--- config.mk ---
export PLATFORM = sky130hd
export DESIGN_NAME = dma_irq_fold
export DESIGN_NICKNAME = d
export VERILOG_FILES = /design/src/rtl/irqf_pkg.sv /design/src/rtl/irqf_chan_regs.sv /design/src/rtl/irqf_glob.sv /design/src/rtl/irqf_fold.sv /design/src/rtl/dma_irq_fold.sv
export SDC_FILE = /design/constraint.sdc
export NUM_CORES = 1
export LEC_CHECK = 0
export ABC_AREA = 1
export BUFFER_PORTS_ARGS = -buffer_cell sky130_fd_sc_hd__buf_4
export CORE_MARGIN = 1
export CORE_UTILIZATION = 54
export CTS_BUF_LIST = sky130_fd_sc_hd__clkbuf_16
export DETAILED_ROUTE_END_ITERATION = 8
export HOLD_SLACK_MARGIN = 0.1
export PLACE_DENSITY = 0.78
export REMOVE_ABC_BUFFERS = 1
export SLEW_MARGIN = 25
export SYNTH_ARGS = -nofsm -noshare
export SYNTH_HDL_FRONTEND = slang
export SYNTH_HIERARCHICAL = 1
export SYNTH_SLANG_ARGS = --single-unit
--- constraint.sdc ---
create_clock -name clk -period 1.3 [get_ports clk]
set_clock_uncertainty 0.1 [all_clocks]
set_input_delay 0.13 -clock clk [delete_from_list [all_inputs] [get_ports clk]]
set_output_delay 0.13 -clock clk [all_outputs]
set_load 0.005 [all_outputs]
--- src/rtl/irqf_pkg.sv ---
package irqf_pkg;
    localparam int unsigned DATA_W   = 32;
    localparam int unsigned DONE_BIT = 0;
    localparam int unsigned ERR_BIT  = 6;

    typedef enum logic [1:0] {
        K_TX   = 2'd0,
        K_RX   = 2'd1,
        K_GLOB = 2'd2,
        K_NONE = 2'd3
    } sum_kind_e;
endpackage

--- src/rtl/irqf_chan_regs.sv ---
module irqf_chan_regs #(
    parameter int unsigned NOUT = 4
) (
    input  logic            clk,
    input  logic            rst_n,
    input  logic            done_i,
    input  logic            err_i,
    input  logic            stat_we_i,
    input  logic            mask_we_i,
    input  logic [NOUT-1:0] wsel_i,
    input  logic            wd_done_i,
    input  logic            wd_err_i,
    output logic [NOUT-1:0] stat_done_o,
    output logic [NOUT-1:0] stat_err_o,
    output logic [NOUT-1:0] mask_done_o,
    output logic [NOUT-1:0] mask_err_o,
    output logic [NOUT-1:0] pend_o
);
    typedef struct packed {
        logic [NOUT-1:0] sdone;
        logic [NOUT-1:0] serr;
        logic [NOUT-1:0] mdone;
        logic [NOUT-1:0] merr;
    } chan_st_t;

    chan_st_t st_d, st_q;

    always_comb begin
        st_d = st_q;
        for (int o = 0; o < NOUT; o++) begin
            if (stat_we_i && wsel_i[o]) begin
                if (wd_done_i) st_d.sdone[o] = 1'b0;
                if (wd_err_i)  st_d.serr[o]  = 1'b0;
            end
            if (mask_we_i && wsel_i[o]) begin
                st_d.mdone[o] = wd_done_i;
                st_d.merr[o]  = wd_err_i;
            end
        end
        // events override a same-cycle clear
        if (done_i) st_d.sdone = '1;
        if (err_i)  st_d.serr  = '1;
    end

    always_ff @(posedge clk or negedge rst_n) begin
        if (!rst_n) st_q <= '0;
        else        st_q <= st_d;
    end

    assign stat_done_o = st_q.sdone;
    assign stat_err_o  = st_q.serr;
    assign mask_done_o = st_q.mdone;
    assign mask_err_o  = st_q.merr;
    assign pend_o      = (st_q.sdone & st_q.mdone) | (st_q.serr & st_q.merr);

    for (genvar o = 0; o < NOUT; o++) begin : g_chk
        a_r2_done_sets: assert property (@(posedge clk) disable iff (!rst_n)
            done_i |=> st_q.sdone[o]);
        a_r8_err_set_wins: assert property (@(posedge clk) disable iff (!rst_n)
            (err_i && stat_we_i && wsel_i[o] && wd_err_i) |=> st_q.serr[o]);
        a_r3_w1c_clears: assert property (@(posedge clk) disable iff (!rst_n)
            (stat_we_i && wsel_i[o] && wd_done_i && !done_i) |=> !st_q.sdone[o]);
        a_r4_mask_holds: assert property (@(posedge clk) disable iff (!rst_n)
            !(mask_we_i && wsel_i[o]) |=> $stable(st_q.mdone[o]) && $stable(st_q.merr[o]));
    end
endmodule

--- src/rtl/irqf_glob.sv ---
module irqf_glob
    import irqf_pkg::*;
#(
    parameter int unsigned NOUT = 4,
    parameter int unsigned GW   = 8
) (
    input  logic                     clk,
    input  logic                     rst_n,
    input  logic [GW-1:0]            evt_i,
    input  logic                     wr_i,
    input  logic [NOUT-1:0]          wsel_i,
    input  logic [DATA_W-1:0]        wdata_i,
    output logic [NOUT-1:0][GW-1:0]  word_o
);
    typedef struct packed {
        logic [NOUT-1:0][GW-1:0] w;
    } glob_st_t;

    glob_st_t st_d, st_q;
    logic     all_ones;

    assign all_ones = (wdata_i == {DATA_W{1'b1}});

    always_comb begin
        st_d = st_q;
        for (int o = 0; o < NOUT; o++) begin
            if (wr_i && wsel_i[o] && all_ones) st_d.w[o] = '0;
            st_d.w[o] = st_d.w[o] | evt_i;
        end
    end

    always_ff @(posedge clk or negedge rst_n) begin
        if (!rst_n) st_q <= '0;
        else        st_q <= st_d;
    end

    assign word_o = st_q.w;

    for (genvar o = 0; o < NOUT; o++) begin : g_chk
        a_r6_clear_all_ones: assert property (@(posedge clk) disable iff (!rst_n)
            (wr_i && wsel_i[o] && all_ones && evt_i == '0) |=> st_q.w[o] == '0);
        a_r6_other_keeps: assert property (@(posedge clk) disable iff (!rst_n)
            !(wr_i && wsel_i[o] && all_ones) |=> (st_q.w[o] & $past(st_q.w[o])) == $past(st_q.w[o]));
        a_r8_evt_wins: assert property (@(posedge clk) disable iff (!rst_n)
            (evt_i != '0) |=> (st_q.w[o] & $past(evt_i)) == $past(evt_i));
    end
endmodule

--- src/rtl/irqf_fold.sv ---
module irqf_fold #(
    parameter int unsigned NCH  = 8,
    parameter int unsigned NOUT = 4,
    parameter int unsigned GW   = 8,
    localparam int unsigned HALF = NCH / 2
) (
    input  logic [NCH-1:0][NOUT-1:0]  pend_i,
    input  logic [NOUT-1:0][GW-1:0]   glob_i,
    output logic [NOUT-1:0][HALF-1:0] tx_o,
    output logic [NOUT-1:0][HALF-1:0] rx_o,
    output logic [NOUT-1:0]           irq_o
);
    for (genvar o = 0; o < NOUT; o++) begin : g_out
        for (genvar i = 0; i < HALF; i++) begin : g_pair
            assign tx_o[o][i] = pend_i[2*i][o];
            assign rx_o[o][i] = pend_i[2*i+1][o];
        end
        assign irq_o[o] = (|tx_o[o]) | (|rx_o[o]) | (|glob_i[o]);
    end
endmodule

--- src/rtl/dma_irq_fold.sv ---
module dma_irq_fold
    import irqf_pkg::*;
#(
    parameter int unsigned NUM_CH  = 8,
    parameter int unsigned NUM_OUT = 4,
    parameter int unsigned GLOB_W  = 8,
    parameter int unsigned ADDR_W  = 10
) (
    input  logic               clk,
    input  logic               rst_n,
    input  logic [NUM_CH-1:0]  ch_done_i,
    input  logic [NUM_CH-1:0]  ch_err_i,
    input  logic [GLOB_W-1:0]  glob_evt_i,
    input  logic               reg_we_i,
    input  logic [ADDR_W-1:0]  reg_addr_i,
    input  logic [31:0]        reg_wdata_i,
    output logic [31:0]        reg_rdata_o,
    output logic [NUM_OUT-1:0] irq_o
);
    localparam int unsigned HALF   = NUM_CH / 2;
    localparam int unsigned OSEL_W = $clog2(NUM_OUT);
    localparam int unsigned CH_LSB = OSEL_W + 1;
    localparam int unsigned CH_W   = ADDR_W - 1 - CH_LSB;

    // decode
    logic              chan_reg;
    logic              is_mask;
    logic [OSEL_W-1:0] out_idx;
    logic [CH_W-1:0]   ch_idx;
    logic              glob_hi_zero;
    sum_kind_e         kind;
    logic [NUM_OUT-1:0] wsel;

    assign chan_reg     = reg_addr_i[ADDR_W-1];
    assign out_idx      = reg_addr_i[OSEL_W-1:0];
    assign is_mask      = reg_addr_i[OSEL_W];
    assign ch_idx       = reg_addr_i[ADDR_W-2:CH_LSB];
    assign kind         = sum_kind_e'(reg_addr_i[OSEL_W+1:OSEL_W]);
    assign glob_hi_zero = (reg_addr_i[ADDR_W-2:OSEL_W+2] == '0);
    assign wsel         = NUM_OUT'(1) << out_idx;

    logic [NUM_CH-1:0][NUM_OUT-1:0] sdone, serr, mdone, merr, pend;
    logic [NUM_OUT-1:0][GLOB_W-1:0] glob_w;
    logic [NUM_OUT-1:0][HALF-1:0]   tx_w, rx_w;
    logic                           glob_wr;

    for (genvar c = 0; c < NUM_CH; c++) begin : g_ch
        logic hit;
        assign hit = reg_we_i && chan_reg && (ch_idx == CH_W'(c));

        irqf_chan_regs #(.NOUT(NUM_OUT)) u_chan (
            .clk         (clk),
            .rst_n       (rst_n),
            .done_i      (ch_done_i[c]),
            .err_i       (ch_err_i[c]),
            .stat_we_i   (hit && !is_mask),
            .mask_we_i   (hit && is_mask),
            .wsel_i      (wsel),
            .wd_done_i   (reg_wdata_i[DONE_BIT]),
            .wd_err_i    (reg_wdata_i[ERR_BIT]),
            .stat_done_o (sdone[c]),
            .stat_err_o  (serr[c]),
            .mask_done_o (mdone[c]),
            .mask_err_o  (merr[c]),
            .pend_o      (pend[c])
        );
    end

    assign glob_wr = reg_we_i && !chan_reg && glob_hi_zero && (kind == K_GLOB);

    irqf_glob #(.NOUT(NUM_OUT), .GW(GLOB_W)) u_glob (
        .clk     (clk),
        .rst_n   (rst_n),
        .evt_i   (glob_evt_i),
        .wr_i    (glob_wr),
        .wsel_i  (wsel),
        .wdata_i (reg_wdata_i),
        .word_o  (glob_w)
    );

    irqf_fold #(.NCH(NUM_CH), .NOUT(NUM_OUT), .GW(GLOB_W)) u_fold (
        .pend_i (pend),
        .glob_i (glob_w),
        .tx_o   (tx_w),
        .rx_o   (rx_w),
        .irq_o  (irq_o)
    );

    // read mux
    always_comb begin
        reg_rdata_o = '0;
        if (chan_reg) begin
            for (int c = 0; c < NUM_CH; c++) begin
                if (ch_idx == CH_W'(c)) begin
                    if (is_mask) begin
                        reg_rdata_o[DONE_BIT] = mdone[c][out_idx];
                        reg_rdata_o[ERR_BIT]  = merr[c][out_idx];
                    end else begin
                        reg_rdata_o[DONE_BIT] = sdone[c][out_idx];
                        reg_rdata_o[ERR_BIT]  = serr[c][out_idx];
                    end
                end
            end
        end else if (glob_hi_zero) begin
            case (kind)
                K_TX:    reg_rdata_o[HALF-1:0]   = tx_w[out_idx];
                K_RX:    reg_rdata_o[HALF-1:0]   = rx_w[out_idx];
                K_GLOB:  reg_rdata_o[GLOB_W-1:0] = glob_w[out_idx];
                default: reg_rdata_o = '0;
            endcase
        end
    end

    a_r7_irq_needs_source: assert property (@(posedge clk) disable iff (!rst_n)
        (irq_o != '0) |-> ((pend != '0) || (glob_w != '0)));
    a_r1_quiet_after_reset: assert property (@(posedge clk) disable iff (!rst_n)
        $rose(rst_n) |-> (irq_o == '0));
endmodule

---- Yosys cells after proc, flatten, opt, wreduce, memory -nomap -nowiden ----
Index checks and enable logic that the tools add are counted.
word-level totals
  register bits after elaboration ......... 160
  logic and storage cells ................. 636
operators by class
  order comparisons ....................... 1
  equality and inequality tests ........... 10
  shifts and indexed selects .............. 1
  mux-type cells .......................... 195
  bitwise logic cells ..................... 36
  reduce and logical (&&, ||, !) cells .... 261
operators by type and width
  operator                                       count
  nonzero test 2 bit                             80
  two-way mux 1 bit                              132
  AND reduction 2 bit                            64
  logical AND 1 bit                              100
  two-way mux 4 bit                              19
  AND 4 bit                                      16
  binary-select mux 1 bit (select 2 bit)         32
  two-way mux 8 bit                              6
  == test 32 bit, second input constant          1
  OR 4 bit                                       8
  OR 8 bit                                       4
  OR reduction 4 bit                             8
  OR reduction 8 bit                             4
  two-way mux 25 bit                             1
  == test 6 x 3 -> 1 bit, second input constant  4
  binary-select mux 4 bit (select 2 bit)         2
  binary-select mux 8 bit (select 2 bit)         1
  == test 6 x 2 -> 1 bit, second input constant  2
  case mux 4 bit (3 select lines)                1
  OR 1 bit                                       8
  == test 6 x 1 -> 1 bit, second input constant  1
  logical NOT 6 bit                              1
  logical NOT 5 bit                              1
  two-way mux 5 bit                              1
  6 further kinds                                7

---- Logic depth before layout (Yosys ltp) ----
  depth after elaboration ................. 12
  depth in mapped cells ................... 15

---- By module ----
The synthesis kept the hierarchy.
modules (own cells, without submodules)
  module          times used  cells each  area each (µm²)  sequential area each (µm²)
  irqf_chan_regs  8           77          656.9            400.4
  dma_irq_fold    1           420         2,128.3          0.0
  irqf_glob       1           146         1,258.7          800.8
  irqf_fold       1           92          465.4            0.0

---- Worst setup path after synthesis ----
No wires, ideal clock.
  path kind ............................... input to register
  start ................................... input reg_addr_i[7]
  end ..................................... register u_glob.st_q (netlist bit u_glob/word_o[16])
  arrival ................................. 1.549 ns
  required time ........................... 1.082 ns
  setup slack ............................. -0.467 ns
  stages on the path ...................... 11
  cell sequence ........................... nor2_1 -> nand3_1 -> or3_1 -> nor3_1 -> inv_1 -> nor2_1 -> nand2_1 -> inv_1 -> nand3_2 -> nand2_1 -> nand2_1
RTL lines
  element               line                RTL
  start, declared       dma_irq_fold.sv:15  input logic [ADDR_W-1:0] reg_addr_i,
  end signal, assigned  irqf_glob.sv:34     else st_q <= st_d;
  end, declared         irqf_glob.sv:19     glob_st_t st_d, st_q;

---- Worst setup path in the final report ----
  start ................................... register g_ch[3].u_chan.st_q (netlist bit g_ch[3].u_chan/mask_done_o[1])
  end ..................................... output reg_rdata_o[0]
between the ends
  cells in the longest elaborated chain, start to end .. 9
ends and longest elaborated chain
  element                                  line                  RTL
  start, declared                          irqf_chan_regs.sv:26  chan_st_t st_d, st_q;
  start signal, assigned                   irqf_chan_regs.sv:47  else st_q <= st_d;
  binary-select mux 1 bit (select 2 bit)   dma_irq_fold.sv:96    reg_rdata_o[DONE_BIT] = mdone[c][out_idx];
  two-way mux 1 bit (not written as such)  dma_irq_fold.sv:96
  two-way mux 1 bit                        dma_irq_fold.sv:95    if (is_mask) begin
  two-way mux 1 bit (5 in a row)           dma_irq_fold.sv:94    if (ch_idx == CH_W'(c)) begin
  two-way mux 1 bit                        dma_irq_fold.sv:92    if (chan_reg) begin
  end, declared                            dma_irq_fold.sv:17    output logic [31:0] reg_rdata_o,
Every way passes these cells. The select of a mux whose other input is x is not followed.

==> results.txt <==
The tightest hold path in the finished design has a slack of 0.01638 ns. The worst setup path is launched from a flip-flop. After clock tree synthesis, the clock-pin slew on the worst setup and hold paths is 0.07 ns. At the pin with the least slew margin, the transition time is 0.5980 ns. In the routed design, unresolved DRC markers number 0. The min-delay analysis places its worst path in the category primary input to asynchronous set/reset pin. The average via count per standard cell is 5.697.

The most repeated library cell on the critical path is sky130_fd_sc_hd__nand2_1. During placement, the flow inserted port buffers numbering 80. The via count of the first global-routing pass came out at 9260. The first global-routing pass estimated 45.25 mm of wire. After legalization and detailed placement, the total HPWL measured 19.11 mm. After routing the design area is 12760 um^2. The clock latency of the later-clocked register in the worst-skew pair is 0.43 ns.

The sequential cells in the finished layout cover a total of 4004 um^2. Synthesis handed over a netlist of 1274 instances. After detailed routing, the average wire length per cell comes to 17.16 um. In the final timing run, aggregate negative setup slack is -18.69 ns. The reported leakage power is 6.208 nW.

The number of antenna-violating nets in the routed design came out at 0. The largest individual stage delay along the critical path comes from the cell sky130_fd_sc_hd__dfrtp_1. The number of register bits inferred by synthesis came out at 160. CTS saw 160 sinks. The number of nets in the finished design came out at 1594. The synthesized design contains 0 enable-type register cells.

The layout-stage area growth over the synthesis result came out at 40.16%. The synthesized area per cell came out at 7.149 um^2. The root buffer cell chosen for the clock tree is sky130_fd_sc_hd__clkbuf_16. Buffers inserted during clock tree synthesis total 17.

The sum of routed wire length over all layers came out at 30.17 mm. The number of slew-limit violations in the final report is 0. 105 I/O pins were placed. The worst endpoint data arrival time came out at 2.01 ns. In this run the number of H-tree levels came out at 4. The signal on the critical path passes through buf_4, nand2_1, nand4_1, nand2_1, nand2_1, nand2_1, nand3_1, nand2_1, nand3_1, nand2_1, nand2_2, buf_6. The leftover overflow at the end of global routing came out at 0.

For this run, the detailed router's first-pass iteration total came to 9. The highest ir drop seen on vdd is 1.028 mV. The count of max-cap constraint violations came out at 0. TritonCTS built the clock tree. The area of the core region came out at 16520 um^2. The Yosys warning count is 6. The worst pin sits at a relative slew slack of 0.6013. The number of fill cells came out at 1060.

The instance area after placement came out at 10900 um^2. The final route contains 10020 vias. The share of layout cells above drive strength 1 came out at 0.3349.

STA classifies the critical path endpoint as an output pin. For this configuration, the core starts out at a cell density of 0.5511. The hold buffer count at CTS is 26. The total die area is 17390 um^2. The worst path buffer plus inverter count is 2. The routability congestion estimate is 0.9225. The fraction of synthesis flops using an asynchronous set or reset pin is 1.000. The area occupied by multi-input gates is 4987 um^2. Across all setup checks in the final design, the least slack found is -0.9441 ns. The die boundary height came out at 131.9 um. The category of the critical setup timing path is flip-flop to output pin.

Along the worst path, the maximum fanout reaches 3. Setup repair after global routing could not meet its margin everywhere. The checks that failed: negative setup slack. The final-report hold violation count was 0. Counting I/O delays and the setup requirement, the final critical path takes 2.244 ns. The endpoint required time on the critical path is 1.07 ns. The number of setup violations in the final report is 53. The DRC marker count from the first detailed-route iteration is 1028.

The areal power density over the cells came out at 932.7 nW/um^2. The number of library cell types mapped by synthesis is 34. The cell family contributing the most delay on the critical path is simple AND/OR/NAND/NOR gates.

The overall global routing resource usage came out at 0.3296. The total number of placement rows came out at 47. The number of buffers on the longest clock path came out at 2. The x dimension of the die is 131.9 um. The delay of the slowest cell on the worst path came out at 0.40 ns. The number of antenna diodes in the final layout is 0. The maximum number of pins on one net before global-route repair is 58. The sequential area share after synthesis came out at 0.4396.

The run finished, with violations left. The portion of the clock cycle consumed by the worst path in the final layout came out at 1.726. The total power consumption of the routed design came out at 11.91 mW. The worst setup slack before clock tree synthesis came out at -0.8936 ns. The synthesized netlist occupies a cell area of 9107 um^2. The predominant post-synthesis flop cell is sky130_fd_sc_hd__dfrtp_1. The number of antenna violations at the first check in global routing is 0. The maximum clock frequency is 445.6 MHz.
## registers in the layout, indices dropped and copies added, names as in the netlist
name,cells
g_ch.u_chan/mask_done_o,32
g_ch.u_chan/mask_err_o,32
g_ch.u_chan/stat_done_o,32
g_ch.u_chan/stat_err_o,32
u_glob/word_o,32
## cell usage in the layout, fill, tap and decap left out, types with 6 or more instances in the layout
| cell | n |
|---|---|
| sky130_fd_sc_hd__a21oi_1 | 9 |
| sky130_fd_sc_hd__a22oi_1 | 26 |
| sky130_fd_sc_hd__a22oi_2 | 10 |
| sky130_fd_sc_hd__buf_12 | 16 |
| sky130_fd_sc_hd__buf_4 | 225 |
| sky130_fd_sc_hd__buf_6 | 33 |
| sky130_fd_sc_hd__clkbuf_16 | 17 |
| sky130_fd_sc_hd__conb_1 | 24 |
| sky130_fd_sc_hd__dfrtp_1 | 160 |
| sky130_fd_sc_hd__dlygate4sd3_1 | 25 |
| sky130_fd_sc_hd__inv_1 | 37 |
| sky130_fd_sc_hd__inv_2 | 23 |
| sky130_fd_sc_hd__nand2_1 | 529 |
| sky130_fd_sc_hd__nand2_2 | 92 |
| sky130_fd_sc_hd__nand2_4 | 6 |
| sky130_fd_sc_hd__nand3_1 | 69 |
| sky130_fd_sc_hd__nand3_2 | 22 |
| sky130_fd_sc_hd__nand3_4 | 6 |
| sky130_fd_sc_hd__nand4_1 | 11 |
| sky130_fd_sc_hd__nor2_1 | 47 |
| sky130_fd_sc_hd__nor2_2 | 13 |
| sky130_fd_sc_hd__nor2_4 | 22 |
| sky130_fd_sc_hd__o21ai_1 | 63 |
## synthesized netlist by cell type, types with 8 or more instances
| master | count | area (um^2) |
|---|---|---|
| sky130_fd_sc_hd__nand2_1 | 626 | 2350 |
| sky130_fd_sc_hd__dfrtp_1 | 160 | 4004 |
| sky130_fd_sc_hd__nand3_1 | 93 | 465.5 |
| sky130_fd_sc_hd__nor2_1 | 79 | 296.5 |
| sky130_fd_sc_hd__o21ai_1 | 67 | 335.3 |
| sky130_fd_sc_hd__buf_4 | 60 | 450.4 |
| sky130_fd_sc_hd__inv_1 | 44 | 165.2 |
| sky130_fd_sc_hd__a22oi_1 | 36 | 270.3 |
| sky130_fd_sc_hd__buf_6 | 19 | 214.0 |
| sky130_fd_sc_hd__inv_2 | 17 | 63.81 |
| sky130_fd_sc_hd__nand4_1 | 11 | 68.82 |
| sky130_fd_sc_hd__a21oi_1 | 9 | 45.04 |
| sky130_fd_sc_hd__buf_2 | 8 | 40.04 |
## power breakdown
| part | leakage, nW | internal, mW | total [mW] | switching, mW |
|---|---|---|---|---|
| logic | 4.18 | 0.656 | 1.59 | 0.937 |
| registers | 1.73 | 5.01 | 5.03 | 0.0248 |
| clock network | 0.300 | 3.05 | 5.28 | 2.23 |
| total | 6.21 | 8.72 | 11.9 | 3.19 |
## logic make-up (layout without fill, tap and decap cells)
logic type,Yosys count,after routing,share of synthesized area
flip-flops,160,160,0.4396
other,1,24,0.0004117
buffers and inverters,154,395,0.1055
AO/OA/AOI/OAI,133,133,0.08889
AND/OR/NAND/NOR,826,826,0.3656
## per-stage QoR
step,util,cells
floorplan,-,1206
global placement,0.6595,1685
detailed placement,0.6595,1685
CTS,0.7339,1746
global route,0.7725,1758
finish,0.7725,1758
## worst register-to-register path, stage by stage, from the launching register on
cell and delay, ns:
sky130_fd_sc_hd__dfrtp_1 0.39, sky130_fd_sc_hd__buf_4 0.14, sky130_fd_sc_hd__nand2_1 0.06, sky130_fd_sc_hd__o21ai_1 0.09
## path summary, 6_finish.rpt
check / from / to / slack, ns / depth (start not counted)
hold / removal: rst_n / g_ch[3].u_chan/stat_done_o[0] / 0.02 / 2
hold reg to reg: g_ch[0].u_chan/stat_err_o[0] / g_ch[0].u_chan/stat_err_o[0] / 0.40 / 2
setup / recovery: g_ch[3].u_chan/mask_done_o[1] / reg_rdata_o[0] / -0.94 / 12
max in group asynchronous: rst_n / u_glob/word_o[8] / 0.50 / 3
setup reg to reg: g_ch[6].u_chan/mask_err_o[3] / g_ch[6].u_chan/mask_err_o[3] / 0.40 / 3
min in group clk: reg_wdata_i[0] / g_ch[5].u_chan/stat_done_o[0] / 0.13 / 5
## routing by layer
metal	global-route usage	share of wire
met5	0	0
met4	0.1460	0.043
met3	0.06574	0.093
met2	0.5503	0.48
met1	0.4155	0.38
## repair_timing
item,in CTS,in global routing
gates resized for setup,100,155
endpoints found under the hold margin,257,18
endpoints found under the setup margin,125,156
pin swaps,54,68
buffers inserted,6,13
## layout make-up
cell class,instances,share of cell area
clock buffers,17,0.03333
clock inverters,15,0.01431
well taps,220,0.02156
inverters,63,0.01931
flip-flops and latches,160,0.3137
repair buffers,300,0.2071
multi-input cells,983,0.3907
No activity file was read; power rests on OpenSTA's default activity.
